--- src/rtl/mfr_pkg.sv ---
package mfr_pkg;
   typedef enum logic {
      SEC_WIDE = 1'b0,
      SEC_DUAL = 1'b1
   } sec_mode_e;

   localparam int LANES = 4;
endpackage

--- src/rtl/mfr_pp_array.sv ---
module mfr_pp_array #(
   parameter int QW = 9,
   parameter int NL = 4
) (
   input  logic [NL*QW-1:0] a,
   input  logic [NL*QW-1:0] b,
   output logic [2*QW-1:0]  pp [NL][NL]
);
   genvar gi, gj;
   generate
      for (gi = 0; gi < NL; gi++) begin : g_row
         for (gj = 0; gj < NL; gj++) begin : g_col
            assign pp[gi][gj] = (2*QW)'(a[gi*QW +: QW]) * (2*QW)'(b[gj*QW +: QW]);
         end
      end
   endgenerate
endmodule

--- src/rtl/mfr_section.sv ---
module mfr_section
   import mfr_pkg::*;
#(
   parameter int QW = 9
) (
   input  logic [2*QW-1:0] p_ll,
   input  logic [2*QW-1:0] p_lh,
   input  logic [2*QW-1:0] p_hl,
   input  logic [2*QW-1:0] p_hh,
   input  sec_mode_e       mode,
   output logic [4*QW-1:0] y
);
   localparam int SW = 4*QW;

   logic [SW-1:0] wide_sum;
   logic [SW-1:0] dual_cat;

   always_comb begin
      wide_sum = SW'(p_ll)
               + (SW'(p_lh) << QW)
               + (SW'(p_hl) << QW)
               + (SW'(p_hh) << (2*QW));
      dual_cat = {p_hh, p_ll};
      y = (mode == SEC_DUAL) ? dual_cat : wide_sum;
   end
endmodule

--- src/rtl/mfr_tile.sv ---
module mfr_tile
   import mfr_pkg::*;
#(
   parameter int QW = 9
) (
   input  logic [4*QW-1:0] opa,
   input  logic [4*QW-1:0] opb,
   input  logic            cfg_split,
   input  logic [1:0]      cfg_quarter,
   output logic [8*QW-1:0] prod
);
   localparam int NL = LANES;
   localparam int FW = NL*QW;
   localparam int PW = 2*FW;
   localparam int SW = 2*FW/2;

   generate
      if (QW < 2) begin : g_bad_width
         $error("mfr_tile: lane width QW must be at least 2");
      end
   endgenerate

   logic [2*QW-1:0] pp [NL][NL];
   logic [PW-1:0]   whole_sum;
   logic [SW-1:0]   sec_y [2];

   mfr_pp_array #(.QW(QW), .NL(NL)) u_pp (
      .a  (opa),
      .b  (opb),
      .pp (pp)
   );

   always_comb begin
      whole_sum = '0;
      for (int i = 0; i < NL; i++) begin
         for (int j = 0; j < NL; j++) begin
            whole_sum = whole_sum + (PW'(pp[i][j]) << (QW*(i+j)));
         end
      end
   end

   genvar gs;
   generate
      for (gs = 0; gs < 2; gs++) begin : g_sec
         mfr_section #(.QW(QW)) u_sec (
            .p_ll (pp[2*gs][2*gs]),
            .p_lh (pp[2*gs][2*gs+1]),
            .p_hl (pp[2*gs+1][2*gs]),
            .p_hh (pp[2*gs+1][2*gs+1]),
            .mode (sec_mode_e'(cfg_quarter[gs])),
            .y    (sec_y[gs])
         );
      end
   endgenerate

   assign prod = cfg_split ? {sec_y[1], sec_y[0]} : whole_sum;
endmodule

--- config.mk ---
export PLATFORM = sky130hd
export DESIGN_NAME = mfr_tile
export DESIGN_NICKNAME = d
export VERILOG_FILES = /design/src/rtl/mfr_pkg.sv /design/src/rtl/mfr_pp_array.sv /design/src/rtl/mfr_section.sv /design/src/rtl/mfr_tile.sv
export SDC_FILE = /design/constraint.sdc
export NUM_CORES = 2
export LEC_CHECK = 0
export BUFFER_PORTS_ARGS = -buffer_cell sky130_fd_sc_hd__buf_2
export CAP_MARGIN = 20
export CELL_PAD_IN_SITES_DETAIL_PLACEMENT = 1
export CELL_PAD_IN_SITES_GLOBAL_PLACEMENT = 2
export CORE_ASPECT_RATIO = 2
export CORE_MARGIN = 2
export CORE_UTILIZATION = 45
export DETAILED_ROUTE_END_ITERATION = 12
export GPL_TIMING_DRIVEN = 0
export PLACE_DENSITY_LB_ADDON = 0.1
export SLEW_MARGIN = 10
export SYNTH_ARGS = -nofsm -noshare
export SYNTH_HDL_FRONTEND = slang
export SYNTH_SLANG_ARGS = --single-unit
--- constraint.sdc ---
create_clock -name vclk -period 53.1
set_clock_uncertainty 0.1 [all_clocks]
set_input_delay 13.275 -clock vclk [all_inputs]
set_output_delay 13.275 -clock vclk [all_outputs]
set_load 0.02 [all_outputs]
==> flow_metrics.py <==
metrics = {
    "die": {
        "floorplan.rows": 178,
        "die_x_um": 247,
        "initial_core_util_pct": 45.3,
        "dieArea_mm2": 0.121,
        "core_mm2": 0.117,
        "die_y_um": 490,
        "ios": 147,
    },
    "detailed_routing": {
        "vias_per_cell": 5.82,
        "ant_nets": 0,
        "drc_errors": 0,
        "drt_iter0_markers": 2566,
        "wl_um": 255000,
        "wire_per_inst_um": 31.1,
        "drt-pass1-iter-count": 5,
        "vias": 47600,
    },
    "timing": {
        "slew_violations": 0,
        "setup_violations": 0,
        "fmax_mhz": 22.7,
        "setup_slack_ns": 9.04,
        "fin_setup_tns_ns": 0,
        "finalCritPeriodShare_pct": 83.0,
        "tightest_slew_ns": 1.31,
        "slew_headroom_pct": 12.4,
        "hold_viol": 0,
        "finalCriticalPeriod_ns": 44.06,
        "hold_ws_ns": 27.14,
        "rsz0062_at_grt": "false",
    },
    "global_route": {
        "grt_pass1_vias": 53100,
        "grt_pass1_wl_um": 362000,
        "antenna_found_initial": 24,
        "track_usage_pct": 42.6,
        "grt_overflow_total": 0,
        "grt_max_degree": 11,
    },
    "flow_run": {
        "drv.max_cap_violation_count": 0,
    },
    "synthesis": {
        "syn_nets": 8362,
        "synth.distinct_cells": 78,
        "syn_inst": 6491,
        "post_synth.cell_area_avg_um2": 8.20,
        "synth_top_area_cell": "fa_1",
        "seq_area_frac_synth_pct": 0,
        "yosys-top-cells-area": "fa_1 (36%), ha_1 (19%), inv_1 (9.7%), nand2_1 (6.7%), and2_1 (6.0%)",
        "syn_area_mm2": 0.0532,
        "yosys.area.top_type_share_pct": 36.5,
        "yosysWarnings": 0,
    },
    "finish": {
        "fillers": 14400,
        "multi_input_area_mm2": 0.0469,
        "final_common_cell": "inv_1",
        "syn2layout_area_growth_pct": 6.12,
        "drive_gt1_share_pct": 3.19,
        "seqCellArea_um2": 0,
        "n_sequential_cell": 0,
        "mostFrequentLayoutCells": "inv_1 (1370), fa_1 (969), nand2_1 (946), ha_1 (827), and2_1 (506)",
        "nClkBuffers": 0,
        "nets": 8517,
    },
    "placed_design": {
        "io_buffer_count": 93,
        "place_ws_ns": 9.27,
        "hpwl_um": 219000,
        "gp_congestion": 1.01,
    },
    "worst_setup_path": {
        "cp_max_fo": 10,
        "cp_slowest_cell": "a221oi_1",
        "setup.worst_path.class": "primary input to output pin",
        "cpPeakStageDelay_ns": 1.01,
        "worstSetupStartpoint": "opa[4]",
        "crit_required_ns": 39.73,
        "cp-start-kind": "primary input",
        "worst-path-buf-inv": 9,
        "cp_data_arrival_time_ns": 30.69,
        "end_kind": "output pin",
        "crit_path_frequent_cell": "fa_1",
        "cp_top_family": "compound AO/OA/AOI/OAI gates",
    },
    "min_path": {
        "hold_class": "primary input to output pin",
        "min_path_cells": 6,
        "hold_end": "prod[31]",
        "hold_path_startpoint": "cfg_quarter[0]",
    },
    "clock_network": {
        "cts_setup_buffers": 0,
        "holdBufCountCts": 0,
        "cts_resized": 0,
    },
    "outcome": {
        "status": "completed",
    },
}
## synth_stat cells (7+ instances only)
master    instances
o21a_1           37
o21ai_0         132
mux2_2            7
nor2b_1          22
a21oi_1         236
o31ai_1          12
nor4_1           13
xor2_1          121
ha_1            827
xnor2_1         223
inv_1          1370
o21bai_1         54
or3_1            17
or2_2             9
a211oi_1         17
a31o_2           10
o22ai_1           8
a21o_1          112
nand2_1         946
o211ai_1         35
a31oi_1          22
a21boi_0         12
nand2b_1         19
nand3_1          48
a211o_1           7
nor2_1          163
clkbuf_1        307
nor3_1           58
o41ai_1          14
and2_1          506
o31a_1           12
a311oi_1          7
nand4_1          14
and3_1           29
fa_1            969
mux2i_1           7
## area by class of cell
class	count	share of cell area [%]
Tap cell	1530	3.39
Inverter	1371	9.12
Multi-Input combinational cell	4811	83.1
Antenna cell	12	0.0532
Buffer	309	2.10
Timing Repair Buffer	153	2.26
## through the flow
stage | cells | instance area (um2) | utilization [%]
floorplan | 6491 | 53200 | -
global placement | 8114 | 55600 | 47.4
detailed placement | 8150 | 56100 | 47.8
CTS | 8150 | 56100 | 47.8
global route | 8178 | 56400 | 48.1
finish | 8186 | 56500 | 48.1
## how the worst max path moves through the flow
| stage | endpoint | cells past startpoint |
|---|---|---|
| after floorplan | prod[71] | 50 |
| after global placement | prod[67] | 51 |
| after detailed placement | prod[67] | 51 |
| after CTS | prod[67] | 51 |
| after global routing | prod[71] | 51 |
| final | prod[67] | 49 |
## metal layers
metal | wire length, um | global-route usage, % | vias to the layer above
li1 | - | - | 20300
met1 | 75200 | 38.4 | 24400
met2 | 124000 | 73.2 | 1768
met3 | 13800 | 7.40 | 1073
met4 | 41200 | 52.0 | 10
met5 | 68 | 0 | -
## logic make-up after synthesis
family | share of synthesized area (%)
buffers and inverters | 11.9
AOI/OAI and AO/OA | 9.54
xor gates and xnor gates | 5.66
and+or+nand+nor | 16.7
muxes | 0.301
adders and majority gates | 55.9
